### src/rtl/sadc_pkg.sv
// Shared types for the serial sampling interface.
// Assumes: nothing beyond IEEE 1800-2017.
package sadc_pkg;
    // Power mode of the converter model.
    typedef enum logic [1:0] {
        PM_NORMAL = 2'd0,
        PM_DOWN   = 2'd1,
        PM_WAKING = 2'd2
    } pmode_t;
endpackage

### src/rtl/sadc_edge_sync.sv
// Synchronizes asynchronous inputs into clk and flags their edges.
// Assumes: STAGES >= 2; each input is stable for more than one clk period.
module sadc_edge_sync #(
    parameter int WIDTH = 2,
    parameter int STAGES = 2,
    parameter logic [WIDTH-1:0] IDLE = '1
) (
    input  logic             clk,
    input  logic             rst_n,
    input  logic [WIDTH-1:0] din,
    output logic [WIDTH-1:0] level,
    output logic [WIDTH-1:0] rise,
    output logic [WIDTH-1:0] fall
);
    for (genvar i = 0; i < WIDTH; i++) begin : g_bit
        logic [STAGES-1:0] pipe;
        logic              prev;

        // Shift the input through the synchronizer and keep the previous level.
        always_ff @(posedge clk) begin
            if (!rst_n) begin
                pipe <= {STAGES{IDLE[i]}};
                prev <= IDLE[i];
            end else begin
                pipe <= {pipe[STAGES-2:0], din[i]};
                prev <= pipe[STAGES-1];
            end
        end

        // Level and single-cycle edge pulses.
        always_comb begin
            level[i] = pipe[STAGES-1];
            rise[i]  = pipe[STAGES-1] & ~prev;
            fall[i]  = ~pipe[STAGES-1] & prev;
        end
    end
endmodule

### src/rtl/sadc_frame_shift.sv
// Frame counter and output shifter: captures the sample at the chip-select fall
// and shifts the frame word MSB first on each serial clock fall.
// Assumes: edge pulses are single-cycle and chip-select edges never coincide.
module sadc_frame_shift #(
    parameter int SAMPLE_W = 12,
    parameter int LEAD_ZEROS = 4,
    localparam int FRAME_LEN = SAMPLE_W + LEAD_ZEROS,
    localparam int CW = $clog2(FRAME_LEN + 1)
) (
    input  logic                clk,
    input  logic                rst_n,
    input  logic                cs_low,
    input  logic                cs_fall,
    input  logic                cs_rise,
    input  logic                sclk_fall,
    input  logic [SAMPLE_W-1:0] sample,
    output logic [CW-1:0]       edge_cnt,
    output logic                sdata,
    output logic                oe
);
    localparam logic [CW-1:0] CNT_MAX = CW'(FRAME_LEN);

    logic [FRAME_LEN-1:0] shreg;
    logic                 active;

    // Count serial clock falls while chip select is low, saturating at the frame length.
    always_ff @(posedge clk) begin
        if (!rst_n) begin
            edge_cnt <= '0;
        end else if (cs_fall) begin
            edge_cnt <= '0;
        end else if (sclk_fall && cs_low && edge_cnt != CNT_MAX) begin
            edge_cnt <= edge_cnt + 1'b1;
        end
    end

    // Load, shift and terminate the outgoing frame.
    always_ff @(posedge clk) begin
        if (!rst_n) begin
            shreg  <= '0;
            active <= 1'b0;
        end else if (cs_fall) begin
            shreg  <= {{LEAD_ZEROS{1'b0}}, sample};
            active <= 1'b1;
        end else if (cs_rise) begin
            active <= 1'b0;
        end else if (sclk_fall && active) begin
            shreg <= {shreg[FRAME_LEN-2:0], 1'b0};
            if (edge_cnt == CNT_MAX - 1'b1) begin
                active <= 1'b0;
            end
        end
    end

    // Drive the data pin only while a frame is active.
    always_comb begin
        oe    = active;
        sdata = active & shreg[FRAME_LEN-1];
    end
endmodule

### src/rtl/sadc_power_fsm.sv
// Power-mode state machine, track/hold control, power-up timer and data-valid flag.
// Assumes: edge_cnt is the fall count of the current frame, sampled at cs_rise.
module sadc_power_fsm
    import sadc_pkg::*;
#(
    parameter int CW = 5,
    parameter int DOWN_MIN = 2,
    parameter int KEEP_MIN = 10,
    parameter int HOLD_EDGES = 13,
    parameter int PWRUP_CYCLES = 100,
    parameter bit RESET_DOWN = 1'b0,
    localparam int TW = $clog2(PWRUP_CYCLES + 1)
) (
    input  logic          clk,
    input  logic          rst_n,
    input  logic          cs_fall,
    input  logic          cs_rise,
    input  logic          sclk_fall,
    input  logic          sclk_rise,
    input  logic [CW-1:0] edge_cnt,
    output logic          track,
    output logic          powered,
    output logic          invalid
);
    localparam logic [CW-1:0] C_DOWN = CW'(DOWN_MIN);
    localparam logic [CW-1:0] C_KEEP = CW'(KEEP_MIN);
    localparam logic [CW-1:0] C_HOLD = CW'(HOLD_EDGES);
    localparam logic [TW-1:0] T_LOAD = TW'(PWRUP_CYCLES);

    pmode_t        state;
    logic [TW-1:0] timer;
    logic          first_pend;

    // Mode transitions, track/hold and timer, all keyed on synchronized edges.
    always_ff @(posedge clk) begin
        if (!rst_n) begin
            state      <= RESET_DOWN ? PM_DOWN : PM_NORMAL;
            timer      <= '0;
            track      <= ~RESET_DOWN;
            first_pend <= 1'b0;
            invalid    <= 1'b0;
        end else begin
            if (timer != '0) begin
                timer <= timer - 1'b1;
            end
            if (cs_fall) begin
                invalid <= (state != PM_NORMAL) || (timer != '0);
                track   <= 1'b0;
                if (state == PM_DOWN) begin
                    state      <= PM_WAKING;
                    timer      <= T_LOAD;
                    first_pend <= 1'b1;
                end else begin
                    first_pend <= 1'b0;
                end
            end else if (cs_rise) begin
                first_pend <= 1'b0;
                unique case (state)
                    PM_NORMAL: begin
                        if (edge_cnt >= C_DOWN && edge_cnt < C_KEEP) begin
                            state <= PM_DOWN;
                            track <= 1'b0;
                            timer <= '0;
                        end else begin
                            track <= 1'b1;
                        end
                    end
                    PM_WAKING: begin
                        if (edge_cnt >= C_KEEP) begin
                            state <= PM_NORMAL;
                            track <= 1'b1;
                        end else begin
                            state <= PM_DOWN;
                            track <= 1'b0;
                            timer <= '0;
                        end
                    end
                    default: begin
                        state <= state;
                    end
                endcase
            end else if (first_pend && (sclk_rise || sclk_fall)) begin
                track      <= 1'b1;
                first_pend <= 1'b0;
            end else if (state == PM_NORMAL && edge_cnt >= C_HOLD && sclk_rise) begin
                track <= 1'b1;
            end
        end
    end

    // Only the fully awake state reports as powered.
    always_comb begin
        powered = (state == PM_NORMAL);
    end
endmodule

### src/rtl/sadc_serial_if.sv
// Top of the serial sampling interface: synchronizes chip select and serial clock,
// shifts the sample out and runs the power-mode decision.
// Assumes: host pin levels each last several clk periods.
module sadc_serial_if #(
    parameter int SAMPLE_W = 12,
    parameter int LEAD_ZEROS = 4,
    parameter int SYNC_STAGES = 2,
    parameter int DOWN_MIN = 2,
    parameter int KEEP_MIN = 10,
    parameter int HOLD_EDGES = 13,
    parameter int PWRUP_CYCLES = 100,
    parameter bit RESET_DOWN = 1'b0
) (
    input  logic                clk,
    input  logic                rst_n,
    input  logic                cs_n_in,
    input  logic                sclk_in,
    input  logic [SAMPLE_W-1:0] sample_in,
    output logic                sdata_out,
    output logic                sdata_oe,
    output logic                track_out,
    output logic                powered_out,
    output logic                data_invalid
);
    localparam int FRAME_LEN = SAMPLE_W + LEAD_ZEROS;
    localparam int CW = $clog2(FRAME_LEN + 1);

    logic [1:0]    lvl, rise, fall;
    logic          cs_fall, cs_rise, cs_low, sclk_fall, sclk_rise;
    logic [CW-1:0] edge_cnt;

    sadc_edge_sync #(.WIDTH(2), .STAGES(SYNC_STAGES), .IDLE(2'b11)) u_sync (
        .clk(clk), .rst_n(rst_n), .din({sclk_in, cs_n_in}),
        .level(lvl), .rise(rise), .fall(fall)
    );

    // Name the individual edge strobes.
    always_comb begin
        cs_low    = ~lvl[0];
        cs_fall   = fall[0];
        cs_rise   = rise[0];
        sclk_fall = fall[1];
        sclk_rise = rise[1];
    end

    sadc_frame_shift #(.SAMPLE_W(SAMPLE_W), .LEAD_ZEROS(LEAD_ZEROS)) u_frame (
        .clk(clk), .rst_n(rst_n), .cs_low(cs_low), .cs_fall(cs_fall),
        .cs_rise(cs_rise), .sclk_fall(sclk_fall), .sample(sample_in),
        .edge_cnt(edge_cnt), .sdata(sdata_out), .oe(sdata_oe)
    );

    sadc_power_fsm #(
        .CW(CW), .DOWN_MIN(DOWN_MIN), .KEEP_MIN(KEEP_MIN), .HOLD_EDGES(HOLD_EDGES),
        .PWRUP_CYCLES(PWRUP_CYCLES), .RESET_DOWN(RESET_DOWN)
    ) u_pm (
        .clk(clk), .rst_n(rst_n), .cs_fall(cs_fall), .cs_rise(cs_rise),
        .sclk_fall(sclk_fall), .sclk_rise(sclk_rise), .edge_cnt(edge_cnt),
        .track(track_out), .powered(powered_out), .invalid(data_invalid)
    );
endmodule

### config.mk
export PLATFORM = sky130hd
export DESIGN_NAME = sadc_serial_if
export DESIGN_NICKNAME = d
export VERILOG_FILES = /design/src/rtl/sadc_pkg.sv /design/src/rtl/sadc_edge_sync.sv /design/src/rtl/sadc_frame_shift.sv /design/src/rtl/sadc_power_fsm.sv /design/src/rtl/sadc_serial_if.sv
export SDC_FILE = /design/constraint.sdc
export NUM_CORES = 1
export LEC_CHECK = 0
export ABC_AREA = 1
export CAP_MARGIN = 10
export CELL_PAD_IN_SITES_DETAIL_PLACEMENT = 1
export CELL_PAD_IN_SITES_GLOBAL_PLACEMENT = 1
export CORE_ASPECT_RATIO = 1.5
export CORE_UTILIZATION = 35
export DETAILED_ROUTE_END_ITERATION = 8
export GPL_ROUTABILITY_DRIVEN = 0
export PLACE_DENSITY = 0.66
export REMOVE_ABC_BUFFERS = 1
export SYNTH_ARGS = -nofsm -noshare
export SYNTH_HDL_FRONTEND = slang
export SYNTH_SLANG_ARGS = --single-unit
### constraint.sdc
create_clock -name clk -period 2.4 [get_ports clk]
set_clock_uncertainty 0.2 [all_clocks]
set_input_delay 0.48 -clock clk [delete_from_list [all_inputs] [get_ports clk]]
set_output_delay 0.48 -clock clk [all_outputs]
set_load 0.05 [all_outputs]
---- After elaboration in Yosys (flattened, before gate mapping) ----
Cells that the tools add are included.
storage, ports and cells
  flip-flop bits (word level) ............. 40
  bits in latches ......................... 0
  bits in writable memories ............... 0
  ROM bits ................................ 0
  input bits .............................. 16
  output and inout port bits .............. 5
  logic and storage cells ................. 94
  memories kept ........................... 0
operators by class
  $add $sub $neg .......................... 2
  $mul .................................... 0
  divide/modulo/power cells ............... 0
  order comparisons ....................... 4
  equal/unequal tests ..................... 8
  shift operators ......................... 0
  mux-type cells .......................... 31
  bitwise logic cells ..................... 11
  reduce and logical (&&, ||, !) cells .... 25
operators by type and width
  operator                                                                              number
  7-bit two-way mux                                                                     6
  12-bit two-way mux                                                                    3
  1-bit two-way mux                                                                     15
  7-bit one-hot mux with 2 select lines                                                 1
  3-bit nonzero test                                                                    4
  5-bit by 4-bit greater-or-equal comparator with 1-bit output (second input constant)  2
  2-bit two-way mux                                                                     4
  2-bit AND reduction                                                                   4
  1-bit logical AND                                                                     7
  7-bit nonzero test                                                                    1
  7-bit by 1-bit subtractor with 7-bit output (second input constant)                   1
  1-bit inverter                                                                        6
  2-bit nonzero test                                                                    3
  5-bit by 1-bit adder with 5-bit output (second input constant)                        1
  1-bit bitwise AND                                                                     5
  5-bit by 4-bit equality test with 1-bit output (second input constant)                1
  5-bit by 2-bit greater-or-equal comparator with 1-bit output (second input constant)  1
  5-bit by 4-bit less-than comparator with 1-bit output (second input constant)         1
  5-bit inequality test (second input constant)                                         1
  4-bit by 3-bit inequality test with 1-bit output (second input constant)              1
  2-bit one-hot mux with 2 select lines                                                 1
  4-bit AND reduction                                                                   1
  4-bit nonzero test                                                                    1
  3-bit by 1-bit inequality test with 1-bit output (second input constant)              1
  8 further kinds                                                                       9

---- Depth between registers and ports, before layout ----
Gate-level depths: netlist of run 1.
  word-level depth ........................ 7
  mapped depth ............................ 12
  depth with buffers taken out ............ 12

---- Hierarchy ----
From an unflattened synthesis of run 1, not the netlist that was laid out.
unflattened totals
  cell total of the unflattened synthesis .. 298
  area total of the unflattened synthesis .. 2119.5 sq um
by module, submodules not included
  module            instances  cells each  area each (sq um)  sequential area each (sq um)
  sadc_frame_shift  1          163         1167.4             440.4
  sadc_power_fsm    1          108         745.7              240.2
  sadc_edge_sync    1          26          202.7              120.1
  sadc_serial_if    1          1           3.8                0.0

---- Worst setup path before layout of run 1 ----
Ideal clock, no wire load.
  path kind ............................... reg2out
  start point ............................. reg u_frame.active, in the netlist u_frame.oe
  end point ............................... out sdata_out
  arrival ................................. 1.064 ns
  data required time ...................... 1.720 ns
  slack ................................... 0.656 ns
  cell stages (with the launch flop) ...... 3
  buffers on the path ..................... 0
  cells stage by stage .................... dfxtp_1 -> nand2_1 -> inv_1
between the ends
  cells in the longest elaborated chain, start to end .. 1
ends and longest elaborated chain
  item                    line                    RTL
  from (decl)             sadc_frame_shift.sv:24  logic active;
  from (signal assigned)  sadc_frame_shift.sv:41  active <= 1'b0;
  from (signal assigned)  sadc_frame_shift.sv:44  active <= 1'b1;
  from (signal assigned)  sadc_frame_shift.sv:46  active <= 1'b0;
  1-bit bitwise AND       sadc_frame_shift.sv:58  sdata = active & shreg[FRAME_LEN-1];
  to (decl)               sadc_serial_if.sv:19    output logic sdata_out,
Every way passes these cells.

---- Worst setup path in the final report of run 1 ----
Ends and elaborated chain as after synthesis.

==> flow_metrics.py, run 1 <==
metrics = {
    "outcome": {
        "status": "finished, final reports clean",
    },
    "power": {
        "powerDensity_mw_per_mm2": 776.2,
        "switchingPower_mw": 0.5260,
        "ir_drop_mv": 0.4205,
        "pwr-share-seq_pct": 42.5,
        "clock_power_share_pct": 34.5,
        "p_total_mw": 1.786,
        "switching_share_pct": 29.45,
        "p_comb_share_pct": 23.0,
        "p_leak_nw": 1.001,
        "cell_internal_pwr_mw": 1.260,
    },
    "place": {
        "post-dp-hpwl_mm": 3.243,
        "dpl-instance-area_mm2": 0.002175,
        "pre_cts_ws_ns": 0.3420,
        "portBuffers": 20,
    },
    "final_layout": {
        "final_nets": 308,
        "area.sequential_um2": 800.8,
        "finalInstanceArea_mm2": 0.002301,
        "drive_gt1_share_pct": 8.541,
        "area_delta_synth_final_pct": 21.15,
        "fin_util_pct": 44.55,
        "fill_cells": 645,
        "diodes": 0,
        "multiInputGateArea_um2": 933.4,
    },
    "die": {
        "dieArea_mm2": 0.005731,
        "ios": 21,
        "fp.dieH_um": 92.22,
        "die_w_um": 62.15,
        "core_mm2": 0.005165,
        "start_util_pct": 36.77,
        "num_rows": 32,
    },
    "global_routing": {
        "grtUsageMet3_pct": 2.612,
        "grt_overflow_total": 0,
        "antenna_found_initial": 0,
        "gr-max-usage-layer": "met2",
        "grt_usage_pct": 16.98,
        "grtUsageMet1_pct": 18.38,
        "grt_pass1_vias": 1719,
        "met2_usage_pct": 32.23,
        "grt_max_degree": 25,
        "grt_pass1_wl_mm": 7.734,
    },
    "clock_tree": {
        "cts_buffers": 5,
        "post_cts_resized": 0,
        "postCtsHoldBufs": 0,
        "cts_buffer_depth": 2,
        "clock_latency_ns": 0.30,
        "cts_tree": "done",
        "post-cts-setup-buffer-count": 0,
        "cts_max_level": 2,
        "cts.clk_slew.worst_paths_ns": 0.08,
        "cts.sinks": 40,
        "cts_root_buf": "clkbuf_8",
    },
    "setup_path": {
        "cp_data_arrival_time_ns": 1.58,
        "path_class": "flop to primary output",
        "critPathLaunchType": "flop",
        "required_ns": 1.72,
        "crit_path_start": "u_frame.oe",
        "r2r_slack_ns": 0.55,
        "worst-path-max-fanout": 4,
        "r2r-start": "u_sync.g_bit[1].pipe[1]",
        "reg2reg_depth": 6,
        "end_kind": "primary output",
        "timing.rr.end": "u_frame.shreg[4]",
    },
    "worst_hold_path": {
        "hold_end": "u_sync.g_bit[1].pipe[1]",
        "hold_depth": 1,
        "hold_path.class": "flop to flop",
        "min_from": "u_sync.g_bit[1].pipe[0]",
    },
    "drt": {
        "dr.pass1.iters": 4,
        "drt_iter0_drc": 39,
        "wirelength_mm": 4.243,
        "wl_per_cell_um": 12.16,
        "vias_per_cell": 4.799,
        "drc": 0,
        "dr_total_vias": 1675,
        "antenna_left": 0,
    },
    "timing": {
        "fmax_ghz": 0.4416,
        "rsz0062_at_grt": "no",
        "period_needed_ns": 2.264,
        "finalSetupTns_ns": 0,
        "final_max_slew_viol_count": 0,
        "finalSetupViolCount": 0,
        "hold_viol_final": 0,
        "finalCritPeriodShare_pct": 94.35,
        "worst_pin_slew_ns": 0.5325,
        "setup_slack_ns": 0.1357,
        "max_slew_margin_pct": 64.42,
    },
    "yosys": {
        "netlist_top_cells_count": "nand2_1, dfxtp_1, inv_1",
        "syn_inst": 256,
        "yosys.cell_types.count": 27,
        "synth_top_area_cell": "dfxtp_1",
        "synth_edf_count": 0,
        "yosysMostFrequentCell": "nand2_1",
        "ys_top_cells_by_area": "dfxtp_1, nand2_1, ha_1, o21ai_0, inv_1",
        "ys.flop_type": "dfxtp_1",
        "seq_area_frac_synth_pct": 42.16,
        "ys_ff_latch": 40,
        "async_flop_share_pct": 0,
        "ys.warnings.count": 0,
        "syn_avg_cell_area_um2": 7.419,
        "synth_area_mm2": 0.001899,
        "synth_top_area_share_pct": 42.16,
    },
    "flow_run": {
        "max_cap_viol_count": 0,
    },
}
[routing by layer]
metal	up-vias	wire length (um)
met5	-	0
met4	0	82
met3	6	85
met2	21	2271
met1	774	1803
li1	874	-
[state kept, by name, summed over array words and instances, names as in the netlist]
| name | flops |
|---|---|
| u_pm.invalid | 1 |
| u_pm.timer | 7 |
| u_frame.oe | 1 |
| u_sync.g_bit.pipe | 4 |
| u_frame.shreg | 16 |
| u_pm.track | 1 |
| u_pm.state | 2 |
| u_pm.first_pend | 1 |
| u_frame.edge_cnt | 5 |
| u_sync.g_bit.prev | 2 |
[stage by stage]
| stage | std cells | hold WS, ns |
|---|---|---|
| final | 349 | 0.2162 |
| after global routing | 349 | 0.2354 |
| after CTS | 349 | 0.2211 |
| after detailed placement | 341 | 0.2010 |
| after global placement | 341 | 0.1941 |
| after floorplan | 249 | 0.1925 |
[cell usage in the layout (no fill, tap or decap)]
cell	Yosys	routed
nor3b_1	1	1
a31oi_1	13	13
o21ai_0	24	24
xnor2_1	1	1
a21oi_1	11	11
nor2_1	22	22
inv_1	32	32
o21ai_1	1	1
nand4_1	2	2
ha_1	12	12
nand2_1	59	59
inv_2	2	2
or2_4	1	1
nor2_2	1	1
buf_4	2	5
nor3_4	1	1
or2_2	4	4
nand3_1	13	13
xor2_1	1	1
dfxtp_1	40	40
clkbuf_8	0	7
clkdlybuf4s50_1	0	19
bufinv_16	0	1
a21oi_4	1	1
nor3_1	5	5
nand3_2	1	1
a211oi_1	1	1
[logic make-up (layout without fill, tap and decap cells)]
family,count (synthesis),in the layout,share of synthesized area (%)
buf+inv,41,66,8.695
compound gates,51,51,15.02
fa+ha+maj,12,12,7.905
simple gates,110,110,25.30
flops,40,40,42.16
xor+xnor,2,2,0.9224
[worst max-delay path by stage]
stage,to,depth (start not counted)
final,sdata_out,3
after global routing,sdata_out,3
after CTS,sdata_out,3
after detailed placement,u_frame.edge_cnt[1],5
after global placement,u_frame.edge_cnt[1],5
after floorplan,u_frame.shreg[10],6
[critical path, stage by stage (launching register included)]
cell and delay [ns]:
dfxtp_1 0.38, nand2_1 0.07, inv_1 0.04, clkdlybuf4s50_1 0.79
[final cells by class]
type / count / area share (%)
multi-input combinational: 175 / 40.57
sequential: 40 / 34.80
timing repair buffer: 24 / 9.897
inverter: 34 / 5.546
clock buffer: 7 / 4.187
tap: 68 / 3.698
clock inverter: 1 / 1.305
[power groups by stage]
stage	sequential [mW]	combinational, mW	clock, mW
floorplan	0.778	0.294	0
global placement	0.773	0.412	0
detailed placement	0.774	0.418	0
CTS	0.759	0.423	0.630
global route	0.766	0.476	0.660
finish	0.759	0.410	0.617
(Power assumes the default switching activity.)
==> run 2, diff against run 1 <==
CORE_ASPECT_RATIO = 0.5   (was 1.5)
==> run 2 against run 1 <==
Via count shrank 0.84%. Clock-buffer cell count shrank 1. Hold slack gained 0.0024 ns. Sequential power is essentially flat. Largest power group unchanged.
==> flow_metrics.py, run 2 (synthesis results as in run 1) <==
metrics = {
    "global_routing": {
        "grt_max_degree": 25,
        "gr-max-usage-layer": "met2",
        "antenna_found_initial": 0,
        "grt_overflow_total": 0,
        "grt_pass1_wl_mm": 6.948,
        "grtUsageMet3_pct": 4.600,
        "met2_usage_pct": 30.09,
        "grt_pass1_vias": 1568,
        "grtUsageMet1_pct": 18.66,
        "grt_usage_pct": 16.10,
    },
    "final_layout": {
        "top_regs": "u_frame.shreg: 16 flops, u_pm.timer: 7 flops, u_frame.edge_cnt: 5 flops",
        "fin_util_pct": 44.49,
        "final_cell_mix": "nand2_1, dfxtp_1, inv_1",
        "diodes": 0,
        "finalInstanceArea_mm2": 0.002255,
        "largest_register": "u_frame.shreg",
        "final_common_cell": "nand2_1",
        "final_nets": 306,
        "largest_reg_flops": 16,
        "drive_gt1_share_pct": 7.885,
        "area_delta_synth_final_pct": 18.71,
    },
    "place": {
        "pre_cts_ws_ns": 0.3704,
        "dpl-instance-area_mm2": 0.002162,
        "post-dp-hpwl_mm": 3.218,
        "portBuffers": 20,
    },
    "setup_path": {
        "end_kind": "primary output",
        "slowest_delay_ns": 0.79,
        "r2r-start": "u_sync.g_bit[0].pipe[1]",
        "required_ns": 1.72,
        "critPathLaunchType": "flop",
        "cp_data_arrival_time_ns": 1.57,
        "r2r_slack_ns": 0.51,
        "cp_slowest_cell": "clkdlybuf4s50_1",
        "crit_end": "sdata_out",
        "reg2reg_depth": 8,
        "worstPathCellList": "nand2_1 > inv_1 > clkdlybuf4s50_1",
        "timing.rr.end": "u_pm.timer[4]",
        "worst-path-max-fanout": 4,
        "path_class": "flop to primary output",
        "crit_path_start": "u_frame.oe",
    },
    "timing": {
        "worst_pin_slew_ns": 0.5434,
        "rsz0062_at_grt": "no",
        "finalSetupTns_ns": 0,
        "hold_viol_final": 0,
        "max_slew_margin_pct": 63.69,
        "final_max_slew_viol_count": 0,
        "fmax_ghz": 0.4442,
        "finalSetupViolCount": 0,
        "setup_slack_ns": 0.1485,
        "period_needed_ns": 2.251,
        "finalCritPeriodShare_pct": 93.81,
    },
    "worst_hold_path": {
        "hold_depth": 1,
        "hold_path.class": "flop to flop",
    },
    "clock_tree": {
        "cts_buffer_depth": 2,
        "post-cts-setup-buffer-count": 0,
        "cts_root_buf": "clkbuf_8",
        "clock_latency_ns": 0.29,
        "cts.clk_slew.worst_paths_ns": 0.08,
        "cts_buffers": 5,
        "cts_tree": "done",
        "cts_max_level": 2,
        "postCtsHoldBufs": 0,
        "cts.sinks": 40,
        "post_cts_resized": 0,
    },
    "drt": {
        "wl_per_cell_um": 12.26,
        "wirelength_mm": 4.277,
        "dr.pass1.iters": 4,
        "drc": 0,
        "antenna_left": 0,
        "vias_per_cell": 4.759,
        "drt_iter0_drc": 29,
        "dr_total_vias": 1661,
    },
    "die": {
        "ios": 21,
        "num_rows": 18,
        "core_mm2": 0.005067,
        "fp.dieH_um": 54.09,
        "dieArea_mm2": 0.005743,
        "start_util_pct": 37.48,
        "die_w_um": 106.2,
    },
    "power": {
        "ir_drop_mv": 0.2849,
        "powerDensity_mw_per_mm2": 725.8,
        "p_leak_nw": 0.9782,
    },
    "flow_run": {
        "max_cap_viol_count": 0,
    },
    "outcome": {
        "status": "finished, final reports clean",
    },
}
==> run 2: changes by cell type in the layout (fill, tap and decap cells not counted), sizes merged <==
cell,delta
bufinv,-1
clkbuf,-1
buf,-2
clkinv,+2
==> run 2: per-stage QoR <==
step	std cells	power, mW	hold WS, ns
final	349	1.636	0.2187
after global routing	349	1.747	0.2294
after CTS	349	1.664	0.2246
after detailed placement	341	1.199	0.2058
after global placement	341	1.178	0.1974
after floorplan	249	1.071	0.1925
==> run 2: critical path: cells and delay by family (launching register included) <==
kind	cells	cell delay, ns
flops	1	0.38
simple gates	1	0.07
buf+inv	2	0.84
==> run 2: power by group <==
group | switching, mW | leakage [nW] | total [mW] | internal [mW]
Sequential | 0.0362 | 0.327 | 0.760 | 0.724
Clock | 0.229 | 0.0510 | 0.459 | 0.229
Combinational | 0.251 | 0.600 | 0.417 | 0.166
==> run 2: worst min-delay path by stage <==
stage                              end  slack [ns]               startpoint
3_3_place_gp   u_sync.g_bit[1].pipe[1]        0.20  u_sync.g_bit[1].pipe[0]
6_report       u_sync.g_bit[1].pipe[1]        0.22  u_sync.g_bit[1].pipe[0]
4_1_cts        u_sync.g_bit[1].pipe[1]        0.22  u_sync.g_bit[1].pipe[0]
3_5_place_dp   u_sync.g_bit[1].pipe[1]        0.21  u_sync.g_bit[1].pipe[0]
2_1_floorplan  u_sync.g_bit[0].pipe[1]        0.19  u_sync.g_bit[0].pipe[0]
5_1_grt        u_sync.g_bit[1].pipe[1]        0.23  u_sync.g_bit[1].pipe[0]
==> run 2: area by class of cell <==
type	instances	area (um^2)
Clock buffer	6	82.58
Clock inverter	2	10.01
Fill cell	623	2813
Inverter	34	127.6
Multi-Input combinational cell	175	933.4
Sequential cell	40	800.8
Tap cell	70	87.58
Timing Repair Buffer	22	212.7
==> run 2: layer usage <==
layer  vias up  wire length, um  share of wire, %
met5         -                0                 0
met4         0               37              0.87
met3         4              123               2.9
met2        17             1926                45
met1       765             2190                51
li1        875                -                 -
==> run 3, diff against run 2 <==
CTS_CLUSTER_SIZE = 8   (was default)
==> results of run 3 <==
The final DEF is identical to that of run 2; final timing and power are the same.
